--- src/rtl/spim_pkg.sv ---
package spim_pkg;
  localparam int DATA_W = 16;
  localparam int ADDR_W = 2;

  typedef enum logic [ADDR_W-1:0] {
    REG_RX   = 2'd0,
    REG_TX   = 2'd1,
    REG_STAT = 2'd2,
    REG_CTRL = 2'd3
  } reg_sel_e;

  localparam int B_ROE = 3;
  localparam int B_ERR = 8;

  // packed order gives bit 8 (err) down to bit 3 (roe)
  typedef struct packed {
    logic err;
    logic rrdy;
    logic trdy;
    logic tmt;
    logic toe;
    logic roe;
  } stat_t;
endpackage

--- src/rtl/spim_shift.sv ---
module spim_shift #(
  parameter int WORD_W   = 8,
  parameter int HALF_DIV = 4
) (
  input  logic              clk_i,
  input  logic              rst_ni,
  input  logic              load_i,
  input  logic [WORD_W-1:0] load_data_i,
  output logic              busy_o,
  output logic              done_o,
  output logic [WORD_W-1:0] rx_word_o,
  output logic              sclk_o,
  output logic              mosi_o,
  output logic              ss_no,
  input  logic              miso_i
);
  localparam int CNT_W = (HALF_DIV > 1) ? $clog2(HALF_DIV) : 1;
  localparam int BIT_W = $clog2(WORD_W);

  logic [CNT_W-1:0]  div_q;
  logic [BIT_W-1:0]  bit_q;
  logic              busy_q, sclk_q, done_q;
  logic [WORD_W-1:0] tx_sh_q, rx_sh_q, rx_word_q;
  logic              tick;

  assign tick = (div_q == CNT_W'(HALF_DIV - 1));

  always_ff @(posedge clk_i or negedge rst_ni) begin
    if (!rst_ni) begin
      div_q     <= '0;
      bit_q     <= '0;
      busy_q    <= 1'b0;
      sclk_q    <= 1'b0;
      done_q    <= 1'b0;
      tx_sh_q   <= '0;
      rx_sh_q   <= '0;
      rx_word_q <= '0;
    end else begin
      done_q <= 1'b0;
      if (load_i) begin
        busy_q  <= 1'b1;
        tx_sh_q <= load_data_i;
        bit_q   <= '0;
        div_q   <= '0;
        sclk_q  <= 1'b0;
      end else if (busy_q) begin
        if (!tick) begin
          div_q <= div_q + 1'b1;
        end else begin
          div_q <= '0;
          if (!sclk_q) begin
            sclk_q  <= 1'b1;
            rx_sh_q <= {rx_sh_q[WORD_W-2:0], miso_i};
          end else begin
            sclk_q <= 1'b0;
            if (bit_q == BIT_W'(WORD_W - 1)) begin
              busy_q    <= 1'b0;
              done_q    <= 1'b1;
              rx_word_q <= rx_sh_q;
            end else begin
              bit_q   <= bit_q + 1'b1;
              tx_sh_q <= {tx_sh_q[WORD_W-2:0], 1'b0};
            end
          end
        end
      end
    end
  end

  assign busy_o    = busy_q;
  assign done_o    = done_q;
  assign rx_word_o = rx_word_q;
  assign sclk_o    = sclk_q;
  assign mosi_o    = tx_sh_q[WORD_W-1];
  assign ss_no     = ~busy_q;

  a_r2_no_load_while_busy: assert property (@(posedge clk_i) disable iff (!rst_ni)
    load_i |-> !busy_q);
  a_r2_sclk_low_when_idle: assert property (@(posedge clk_i) disable iff (!rst_ni)
    !busy_q |-> !sclk_q);
  a_r2_mosi_moves_on_fall: assert property (@(posedge clk_i) disable iff (!rst_ni)
    (busy_q && $past(busy_q) && !$fell(sclk_q)) |-> $stable(mosi_o));
endmodule

--- src/rtl/spim_regs.sv ---
module spim_regs
  import spim_pkg::*;
#(
  parameter int WORD_W = 8
) (
  input  logic              clk_i,
  input  logic              rst_ni,
  input  reg_sel_e          sel_i,
  input  logic              wr_i,
  input  logic              rd_i,
  input  logic [DATA_W-1:0] wdata_i,
  output logic [DATA_W-1:0] rdata_o,
  output logic              irq_o,
  input  logic              busy_i,
  input  logic              done_i,
  input  logic [WORD_W-1:0] rx_word_i,
  output logic              load_o,
  output logic [WORD_W-1:0] load_data_o
);
  logic              hold_full_q, rrdy_q, roe_q, toe_q;
  logic [WORD_W-1:0] hold_q, rx_q;
  stat_t             ctrl_q, stat;
  logic              wr_tx, wr_st, wr_ct, rd_rx;
  logic              unused_wbits;

  assign wr_tx = wr_i && (sel_i == REG_TX);
  assign wr_st = wr_i && (sel_i == REG_STAT);
  assign wr_ct = wr_i && (sel_i == REG_CTRL);
  assign rd_rx = rd_i && (sel_i == REG_RX);
  assign unused_wbits = ^wdata_i[DATA_W-1:B_ERR+1];

  assign load_o      = hold_full_q && !busy_i;
  assign load_data_o = hold_q;

  always_ff @(posedge clk_i or negedge rst_ni) begin
    if (!rst_ni) begin
      hold_full_q <= 1'b0;
      hold_q      <= '0;
      rx_q        <= '0;
      rrdy_q      <= 1'b0;
      roe_q       <= 1'b0;
      toe_q       <= 1'b0;
      ctrl_q      <= '0;
    end else begin
      if (load_o) hold_full_q <= 1'b0;
      else if (wr_tx && !hold_full_q) begin
        hold_full_q <= 1'b1;
        hold_q      <= wdata_i[WORD_W-1:0];
      end

      if (wr_tx && hold_full_q) toe_q <= 1'b1;
      else if (wr_st)           toe_q <= 1'b0;

      if (done_i && rrdy_q && !rd_rx) roe_q <= 1'b1;
      else if (wr_st)                 roe_q <= 1'b0;

      if (done_i)     rrdy_q <= 1'b1;
      else if (rd_rx) rrdy_q <= 1'b0;

      if (done_i) rx_q <= rx_word_i;
      if (wr_ct)  ctrl_q <= wdata_i[B_ERR:B_ROE];
    end
  end

  always_comb begin
    stat.err  = toe_q | roe_q;
    stat.rrdy = rrdy_q;
    stat.trdy = ~hold_full_q;
    stat.tmt  = ~busy_i & ~hold_full_q;
    stat.toe  = toe_q;
    stat.roe  = roe_q;
  end

  assign irq_o = |(stat & ctrl_q);

  always_comb begin
    rdata_o = '0;
    unique case (sel_i)
      REG_RX:   rdata_o[WORD_W-1:0]  = rx_q;
      REG_TX:   rdata_o              = '0;
      REG_STAT: rdata_o[B_ERR:B_ROE] = stat;
      REG_CTRL: rdata_o[B_ERR:B_ROE] = ctrl_q;
      default:  rdata_o              = '0;
    endcase
  end

  a_r3_hold_starts_word: assert property (@(posedge clk_i) disable iff (!rst_ni)
    (hold_full_q && !busy_i) |=> (busy_i && !hold_full_q));
  a_r4_toe_on_full_write: assert property (@(posedge clk_i) disable iff (!rst_ni)
    (wr_tx && hold_full_q) |=> (toe_q && $stable(hold_q)));
  a_r5_done_sets_rrdy: assert property (@(posedge clk_i) disable iff (!rst_ni)
    done_i |=> rrdy_q);
  a_r6_roe_on_overrun: assert property (@(posedge clk_i) disable iff (!rst_ni)
    (done_i && rrdy_q && !rd_rx) |=> roe_q);
  a_r9_status_write_clears: assert property (@(posedge clk_i) disable iff (!rst_ni)
    (wr_st && !(done_i && rrdy_q)) |=> (!roe_q && !toe_q));
endmodule

--- src/rtl/spim_buf.sv ---
module spim_buf
  import spim_pkg::*;
#(
  parameter int HALF_DIV = 4
) (
  input  logic        clk_i,
  input  logic        rst_ni,
  input  logic [1:0]  addr_i,
  input  logic        wr_i,
  input  logic        rd_i,
  input  logic [15:0] wdata_i,
  output logic [15:0] rdata_o,
  output logic        irq_o,
  output logic        sclk_o,
  output logic        mosi_o,
  input  logic        miso_i,
  output logic        ss_no
);
  localparam int WORD_W = 8;

  logic              busy, done, load;
  logic [WORD_W-1:0] rx_word, load_data;

  spim_regs #(.WORD_W(WORD_W)) u_regs (
    .clk_i       (clk_i),
    .rst_ni      (rst_ni),
    .sel_i       (reg_sel_e'(addr_i)),
    .wr_i        (wr_i),
    .rd_i        (rd_i),
    .wdata_i     (wdata_i),
    .rdata_o     (rdata_o),
    .irq_o       (irq_o),
    .busy_i      (busy),
    .done_i      (done),
    .rx_word_i   (rx_word),
    .load_o      (load),
    .load_data_o (load_data)
  );

  spim_shift #(.WORD_W(WORD_W), .HALF_DIV(HALF_DIV)) u_shift (
    .clk_i       (clk_i),
    .rst_ni      (rst_ni),
    .load_i      (load),
    .load_data_i (load_data),
    .busy_o      (busy),
    .done_o      (done),
    .rx_word_o   (rx_word),
    .sclk_o      (sclk_o),
    .mosi_o      (mosi_o),
    .ss_no       (ss_no),
    .miso_i      (miso_i)
  );
endmodule

--- config.mk ---
export PLATFORM = sky130hd
export DESIGN_NAME = spim_buf
export DESIGN_NICKNAME = d
export VERILOG_FILES = /design/src/rtl/spim_pkg.sv /design/src/rtl/spim_shift.sv /design/src/rtl/spim_regs.sv /design/src/rtl/spim_buf.sv
export SDC_FILE = /design/constraint.sdc
export NUM_CORES = 1
export LEC_CHECK = 0
export ABC_AREA = 1
export BUFFER_PORTS_ARGS = -buffer_cell sky130_fd_sc_hd__buf_2
export CORE_MARGIN = 2
export CORE_UTILIZATION = 48
export DETAILED_ROUTE_END_ITERATION = 8
export PLACE_DENSITY_LB_ADDON = 0.05
export SETUP_SLACK_MARGIN = 0.15
export SYNTH_ARGS = -nofsm -noshare
export SYNTH_HDL_FRONTEND = slang
export SYNTH_SLANG_ARGS = --single-unit
--- constraint.sdc ---
create_clock -name clk_i -period 3.96 [get_ports clk_i]
set_input_delay 0.792 -clock clk_i [delete_from_list [all_inputs] [get_ports clk_i]]
set_output_delay 0.792 -clock clk_i [all_outputs]
set_load 0.1 [all_outputs]
==> results of run 1 <==
worst paths after layout:
path | start | endpoint | slack (ns) | depth (start not counted)
setup reg to reg | u_shift.busy_o$_DFF_PN0_ | u_shift.tx_sh_q[7]$_DFFE_PN0P_ | 2.27 | 5
min in group asynchronous | rst_ni | u_regs.rx_q[1]$_DFFE_PN0P_ | 0.50 | 1
max in group asynchronous | rst_ni | u_shift.tx_sh_q[5]$_DFFE_PN0P_ | 2.63 | 2
hold / removal | u_regs.rx_q[5]$_DFFE_PN0P_ | u_regs.rx_q[5]$_DFFE_PN0P_ | 0.47 | 2
setup / recovery | addr_i[1] | rdata_o[4] | 1.13 | 5
hold reg to reg | u_regs.rx_q[5]$_DFFE_PN0P_ | u_regs.rx_q[5]$_DFFE_PN0P_ | 0.47 | 2
cells by family after synthesis:
kind of cell	count (synthesis)	synth area share [%]
other cells	1	0.141
compound gates	23	4.89
simple gates	204	32.0
fa+ha+maj	3	1.41
buf+inv	36	7.00
flops	58	54.5
power breakdown:
part	total (mW)	switching (mW)	internal, mW
Sequential	0.684	0.0426	0.642
Combinational	0.198	0.160	0.0384
Clock	0.552	0.214	0.338
Total	1.43	0.417	1.02
metrics by stage:
stage	std cells	instance area, um^2	hold slack (ns)	total power, mW
final	430	3010	0.470	1.43
after global routing	430	3010	0.494	1.50
after CTS	430	3010	0.476	1.45
after detailed placement	415	2810	0.461	0.892
after global placement	415	2810	0.458	0.889
after floorplan	331	2680	0.442	0.844
final cells by class:
type	count	area (um^2)	share of cell area (%)
clock buffers	13	169	5.61
clock inverters	2	35.0	1.16
inverters	19	73.8	2.45
multi-input cells	237	1050	34.7
flip-flops and latches	58	1450	48.2
well taps	72	90.1	2.99
repair buffers	29	148	4.90
synth_stat cells, drive strengths merged:
cell type | number | share of area [%]
nand2 | 143 | 21
dfrtp | 58 | 55
nand3 | 47 | 8.8
inv | 19 | 2.8
o21ai | 18 | 3.4
buf | 14 | 3.8
nor2 | 14 | 2.4
clkbuf | 3 | 0.42
ha | 3 | 1.4
o211ai | 3 | 0.85
a22o | 1 | 0.33
conb | 1 | 0.14
o22a | 1 | 0.33
worst reg2reg max path, cell delays in order, from the launching register on:
cell     delay, ns
dfrtp_1       0.44
inv_1         0.27
nand2_1       0.47
nand2_2       0.31
nand2_1       0.08
nand2_1       0.06
layer usage:
metal	part of all wire [%]	wire, um
met5	0	0
met4	1.7	89
met3	4.5	235
met2	43	2240
met1	51	2690
sequential cells by signal, summed over array words and instances, names as in the netlist, 2 cells and up:
signal and flops:
u_shift.bit_q 3, u_shift.div_q 2, u_regs.ctrl_q 6, u_shift.tx_sh_q 8, u_shift.rx_word_o 8, u_regs.rx_q 8, u_shift.rx_sh_q 8, u_regs.load_data_o 8
==> results.ini, run 1 <==
[critical_path]
cp_cell_sequence = buf_2 -> nor2_1 -> nand2_1 -> o211ai_1 -> buf_2
crit_path_max_fanout = 7
cp_slowest_cell = buf_2
required_ns = 3.17
crit_path_end_kind = output port
timing.critical_path.mode_cell = buf_2
critPathTopFamily = buffers and inverters
crit_buf_inv = 2
critPathMaxStageDelay_ns = 0.46
crit_arrival_ns = 2.04
critical_path_class = input port to output port
start_kind = input port

[floorplan]
fp.dieW_um = 78.5
die_h_um = 78.5
coreArea_um2 = 5440
start_util_pct = 48.9
std_cell_rows = 27
die-area_um2 = 6160
ios = 43

[pwr]
irDropWorstVdd_mv = 0.245
power.density_nw_per_um2 = 476
p_leak_nw = 1.64

[logic_synthesis]
synthCells = 325
ys_ff_latch = 58
yosysSeqAreaShare_pct = 54.5
ys_warn_count = 0
syn_area_um2 = 2660
syn_avg_cell_area_um2 = 8.19
yosysUniqueCellTypes = 21

[hold_path]
hp-class = flip-flop to flip-flop

[grt]
grt_pass1_vias = 2051
grt_use_total_pct = 19.3
grt_max_degree = 31
grt_pass1_wl_mm = 9.29
grtUsageMet1_pct = 27.3
use_met3_pct = 4.14
antenna_found_initial = 0
grt-ovfl-total = 0
met2_usage_pct = 28.3
grt.busiest_layer = met2

[layout]
fillers = 530
post-route-util_pct = 55.4
n_antenna_cell = 0
final_common_cell = nand2_1
finalNetCount = 380
layout_common_cells = nand2_1, dfrtp_1, nand3_1, buf_2
area_growth_pct = 13.2
drive_gt1_share_pct = 14.5

[placement]
dp.final_hpwl_mm = 3.64
gp_congestion = 0.793
port_buffers = 28
post-place-ws_ns = 1.13

[clocking]
cts.htree.levels = 3
cts_buffers = 9
cts.path.max_buffers = 2
clk-insertion-delay-late_ns = 0.32
path_clk_slew_ns = 0.06
cts-root-buf = clkbuf_8
post_cts_buffers = 0
cts_sinks = 58
cts_resized = 0
cts_tree = yes
ctsHoldBuffers = 0

[timing]
slew_violations = 0
fin_tns_setup_ns = 0
finalCritPeriodShare_pct = 71.4
setup_slack_ns = 1.13
rsz0062_at_grt = no
fmax_ghz = 0.353
hold_viol_final = 0
post-route-min-period_ns = 2.83
finClkSkew_ns = 0.00770
maxSlewHeadroom_pct = 56.2
setup_viol = 0
worstMarginPinSlew_ns = 0.655

[detailed_routing]
totalWireLength_mm = 5.25
wire_per_inst_um = 12.2
vias_per_cell = 4.91
ant_nets = 0
firstDrtPassIters = 4
drc = 0
drt_iter0_drc = 214
vias = 2112

[status]
status = completed

[flow_run]
timing.max_cap.violations = 0

(Power assumes the default switching activity.)
==> run 2, diff against run 1 <==
Settings changed: ABC_AREA 1 to 0.
Clock period 3.96 ns to 2.3 ns, I/O delays scaled along.
==> run 2 against run 1 <==
Net effect:
- utilization increased by 4.4 points
- cell count decreased by 27%
- global-route usage decreased by 1.6 points
- worst setup slack got worse by 0.91 ns
- die area decreased by 3.0%
- sequential power increased by 130%
- synthesized area decreased by 3.1%
- critical endpoint is now rdata_o[5]
- clock-buffer cell count unchanged
- critical path type is now flip-flop to output port
- wire length decreased by 10%
- final area increased by 2.0%
- synthesized cell count decreased by 38%
==> results.ini, run 2 <==
[critical_path]
critical_path_class = flip-flop to output port
critPathMaxStageDelay_ns = 0.49
rr_worst_depth = 5
reg2reg_to = u_shift.tx_sh_q[1]$_DFFE_PN0P_
crit_arrival_ns = 1.62
required_ns = 1.84
rrSetupSlack_ns = 0.37
crit_path_end_kind = output port
cp_slowest_cell = dfrtp_1
cp_cell_sequence = nor2_1 -> mux2_2 -> a22o_2 -> buf_12
start_kind = flip-flop
crit_path_max_fanout = 7
worstReg2RegStart = u_shift.bit_q[0]$_DFFE_PN0P_

[grt]
grt-ovfl-total = 0
met2_usage_pct = 25.6
grt_max_degree = 34
grt.busiest_layer = met2
grt_use_total_pct = 17.6
antenna_found_initial = 0
use_met3_pct = 3.88
grt_pass1_vias = 1598
grtUsageMet1_pct = 24.0
grt_pass1_wl_mm = 7.95

[logic_synthesis]
synth_top_area_cell = dfrtp_1
yosysUniqueCellTypes = 34
ys_top_cells_by_area = dfrtp_1, mux2_2, nand2_1
ys.flop_type = dfrtp_1
synth_fa_ha_area_share_pct = 1.46
syn_avg_cell_area_um2 = 12.8
netlist.area_leader.share_pct = 56.3
yosysSeqAreaShare_pct = 56.3
synth_top_family_by_area = multiplexers
synth_edf_count = 0
ys_warn_count = 0
async_reset_ff_share_pct = 100
synth_mux_area_share_pct = 21.7
synth_compound_area_share_pct = 6.02
synthCells = 202
ys_ff_latch = 58
synthTopCellsByCount = dfrtp_1, mux2_2, nand2_1
synth_most_common_cell = dfrtp_1
synth_xor_xnor_area_share_pct = 0.680
syn_area_um2 = 2580
synthSimpleGateAreaFrac_pct = 9.37

[clocking]
clk-insertion-delay-late_ns = 0.33
cts-root-buf = clkbuf_8
path_clk_slew_ns = 0.06
cts_buffers = 9
cts_tree = yes
cts_resized = 2
cts_sinks = 58
ctsHoldBuffers = 0
cts.htree.levels = 3
cts.path.max_buffers = 2
post_cts_buffers = 0

[timing]
finClkSkew_ns = 0.00712
finalCritPeriodShare_pct = 90.4
worstMarginPinSlew_ns = 0.592
hold_viol_final = 0
slew_violations = 0
fin_tns_setup_ns = 0
rsz0062_at_grt = no
whs_ns = 0.131
setup_viol = 0
maxSlewHeadroom_pct = 60.5
setup_slack_ns = 0.220
post-route-min-period_ns = 2.08
fmax_ghz = 0.481

[detailed_routing]
ant_nets = 0
totalWireLength_mm = 4.70
drt_iter0_drc = 72
vias_per_cell = 5.15
vias = 1613
drc = 0
wire_per_inst_um = 15.0
firstDrtPassIters = 4

[placement]
dp.final_hpwl_mm = 3.42
port_buffers = 28
gp_congestion = 0.808
post-place-ws_ns = 0.322
dpl_cell_area_um2 = 2900

[layout]
final_common_cell = dfrtp_1
finalNetCount = 264
layout_common_cells = dfrtp_1, mux2_2, nand2_1, buf_2, clkbuf_8
n_antenna_cell = 0
area_growth_pct = 19.2
drive_gt1_share_pct = 43.6
fillers = 462
final_area_um2 = 3070

[floorplan]
fp.dieW_um = 77.3
std_cell_rows = 26
ios = 43
start_util_pct = 50.1
die-area_um2 = 5970
die_h_um = 77.3
coreArea_um2 = 5140

[pwr]
p_leak_nw = 1.51
irDropWorstVdd_mv = 0.749
total_power_mw = 3.40
power.density_nw_per_um2 = 1110

[flow_run]
timing.max_cap.violations = 0

[status]
status = completed

[hold_path]
hp-class = input port to asynchronous set/reset pin

[run 2: worst max-delay path by stage]
stage	endpoint	from
floorplan	u_shift.tx_sh_q[7]$_DFFE_PN0P_	u_shift.sclk_o$_DFFE_PN0P_
global placement	rdata_o[7]	addr_i[0]
detailed placement	rdata_o[7]	addr_i[0]
CTS	rdata_o[5]	u_regs.hold_full_q$_DFFE_PN0P_
global route	rdata_o[5]	u_regs.hold_full_q$_DFFE_PN0P_
finish	rdata_o[5]	u_regs.hold_full_q$_DFFE_PN0P_
[run 2: layout make-up]
type | instances | area (um^2) | area share (%)
flip-flops and latches | 58 | 1450 | 47.3
clock buffers | 13 | 149 | 4.85
multi-input cells | 132 | 1040 | 34.0
inverters | 5 | 18.8 | 0.611
clock inverters | 3 | 15.0 | 0.489
well taps | 70 | 87.6 | 2.85
repair buffers | 32 | 305 | 9.94
[run 2: worst max-delay path: cells and delay by family, from the launching register on]
kind                   cells  cell delay (ns)
flip-flops                 1             0.49
multiplexers               1             0.27
AO/OA/AOI/OAI              1             0.23
buffers and inverters      1             0.17
AND/OR/NAND/NOR            1             0.13
[run 2: logic make-up (layout without fill, tap and decap cells)]
| logic type | after synthesis | count (layout) |
|---|---|---|
| AO/OA/AOI/OAI | 21 | 21 |
| XOR/XNOR | 2 | 2 |
| other | 1 | 7 |
| buffers and inverters | 18 | 53 |
| AND/OR/NAND/NOR | 49 | 49 |
| adder cells (fa/ha/maj) | 3 | 3 |
| flip-flops | 58 | 58 |
| multiplexers | 50 | 50 |
[run 2: metrics by stage]
step	util, %	std cells
2_1_floorplan	-	208
3_3_place_gp	56.5	297
3_5_place_dp	56.5	297
4_1_cts	59.8	313
5_1_grt	59.8	313
6_report	59.8	313
[run 2: layer usage]
layer  part of all wire, %  vias up  wire length [um]
met5                     0        -                 0
met4                   2.8        0               132
met2                    47       38              2200
met3                   4.1       11               191
met1                    46      801              2180
li1                      -      763                 -
[run 2: report_power, final]
group | internal (mW) | leakage, nW | switching, mW | total (mW)
combinational | 0.452 | 0.684 | 0.614 | 1.07
sequential | 1.33 | 0.741 | 0.210 | 1.54
clock | 0.416 | 0.0872 | 0.377 | 0.792
==> run 3, diff against run 2 <==
Settings changed: ABC_AREA 0 to 1.
==> run 3 against run 2 <==
Net effect:
- power down 26%
- register-to-register slack better by 0.27 ns
- final area up 4.4%
- sequential power down 23%
- critical endpoint is now rdata_o[2]
- via count up 31%
- sequential share of layout area down 2.0 points
- clock-buffer cell count down 2
==> results.ini, run 3 (synthesized netlist as in run 1, its figures left out) <==
[clocking]
path_clk_slew_ns = 0.07
cts.path.max_buffers = 2
ctsHoldBuffers = 0
post_cts_buffers = 0
cts.htree.levels = 3
cts_tree = yes
clk-insertion-delay-late_ns = 0.34
cts_buffers = 9
cts_sinks = 58
cts_resized = 0
cts-root-buf = clkbuf_8

[placement]
dpl.cell_count = 418
dp.final_hpwl_mm = 3.76
gp_congestion = 0.780
port_buffers = 28
post-place-ws_ns = 0.292

[timing]
finClkSkew_ns = 0.0106
finalCritPeriodShare_pct = 86.8
worstMarginPinSlew_ns = 0.651
setup_viol = 0
fin_tns_setup_ns = 0
slew_violations = 0
post-route-min-period_ns = 2.00
maxSlewHeadroom_pct = 56.5
whs_ns = 0.0576
setup_slack_ns = 0.304
fmax_ghz = 0.501
rsz0062_at_grt = no
hold_viol_final = 0

[grt]
antenna_found_initial = 0
grt_pass1_vias = 2023
grt-ovfl-total = 0
grt_max_degree = 42
grt_pass1_wl_mm = 9.46
grt_use_total_pct = 20.1

[floorplan]
fp.dieW_um = 78.5
die_h_um = 78.5
coreArea_um2 = 5440
start_util_pct = 48.9
die-area_um2 = 6160
std_cell_rows = 27
ios = 43

[layout]
area_growth_pct = 20.5
final_common_cell = nand2_1
n_antenna_cell = 0
fillers = 513
fin_cells = 434
layout_common_cells = nand2_1, dfrtp_1, nand3_1, buf_2, o21ai_0
finalNetCount = 383
drive_gt1_share_pct = 16.6

[critical_path]
crit_path_max_fanout = 7
start_kind = input port
critical_path_class = input port to output port
rrSetupSlack_ns = 0.64
crit_arrival_ns = 1.54
required_ns = 1.84
cp_slowest_cell = nor2_1
timing.critical_path.mode_cell = nor2_1
cp_cell_sequence = buf_2 -> nor2_1 -> inv_1 -> nor2_1 -> buf_12
critPathMaxStageDelay_ns = 0.37
rr_worst_depth = 5
crit_path_end_kind = output port

[pwr]
p_leak_nw = 1.69
irDropWorstVdd_mv = 0.471
power.density_nw_per_um2 = 789
total_power_mw = 2.53

[status]
status = completed

[flow_run]
timing.max_cap.violations = 0

[detailed_routing]
drc = 0
vias = 2111
wire_per_inst_um = 12.3
totalWireLength_mm = 5.35
firstDrtPassIters = 4
drt_iter0_drc = 100
ant_nets = 0
vias_per_cell = 4.86

[hold_path]
hp-class = input port to asynchronous set/reset pin

run 3: cell count changes in the layout (fill, tap and decap cells not counted), moves of 5 or more:
| cell | delta |
|---|---|
| o21ai_0 | +11 |
| nand3_1 | +46 |
| nor2_1 | +6 |
| mux2_2 | -48 |
| a22o_2 | -5 |
| inv_1 | +12 |
| nand2_1 | +107 |
run 3: through the flow:
stage	area (um^2)	util, %
3_5_place_dp	3000	55.1
3_3_place_gp	3000	55.1
2_1_floorplan	2710	-
6_report	3210	59.0
5_1_grt	3210	59.0
4_1_cts	3200	58.9
run 3: path summary, 6_finish.rpt:
check	start	to
hold / removal	rst_ni	u_regs.rx_q[2]$_DFFE_PN0P_
setup reg to reg	u_shift.busy_o$_DFF_PN0_	u_shift.tx_sh_q[7]$_DFFE_PN0P_
min in group clk_i	wdata_i[0]	u_regs.load_data_o[0]$_DFFE_PN0P_
max in group asynchronous	rst_ni	u_regs.hold_full_q$_DFFE_PN0P_
setup / recovery	addr_i[0]	rdata_o[2]
hold reg to reg	u_shift.rx_word_o[6]$_DFFE_PN0P_	u_regs.rx_q[6]$_DFFE_PN0P_
run 3: area by class of cell:
class                   instances  area (um^2)  area share [%]
inverters                      19         86.3            2.69
clock inverters                 5         52.6            1.64
clock buffers                  11          151            4.72
repair buffers                 32          320            9.99
flip-flops and latches         58         1450            45.3
well taps                      72         90.1            2.81
multi-input cells             237         1050            32.9
run 3: worst max-delay path, delay by kind of cell:
| family | cells | cell delay, ns |
|---|---|---|
| buffers and inverters | 3 | 0.50 |
| AND/OR/NAND/NOR | 2 | 0.57 |
run 3: per-layer routing:
layer | track usage (%) | up-vias | part of all wire, %
li1 | - | 1086 | -
met1 | 27.8 | 981 | 52
met2 | 29.1 | 36 | 42
met3 | 5.63 | 8 | 3.2
met4 | 10.0 | 0 | 2.1
met5 | 0 | - | 0
run 3: where the power goes:
| group | switching [mW] | internal [mW] | leakage [nW] | total (mW) |
|---|---|---|---|---|
| Sequential | 0.0769 | 1.11 | 0.751 | 1.18 |
| Combinational | 0.284 | 0.108 | 0.838 | 0.392 |
| Clock | 0.402 | 0.553 | 0.105 | 0.955 |
| Total | 0.763 | 1.77 | 1.69 | 2.53 |
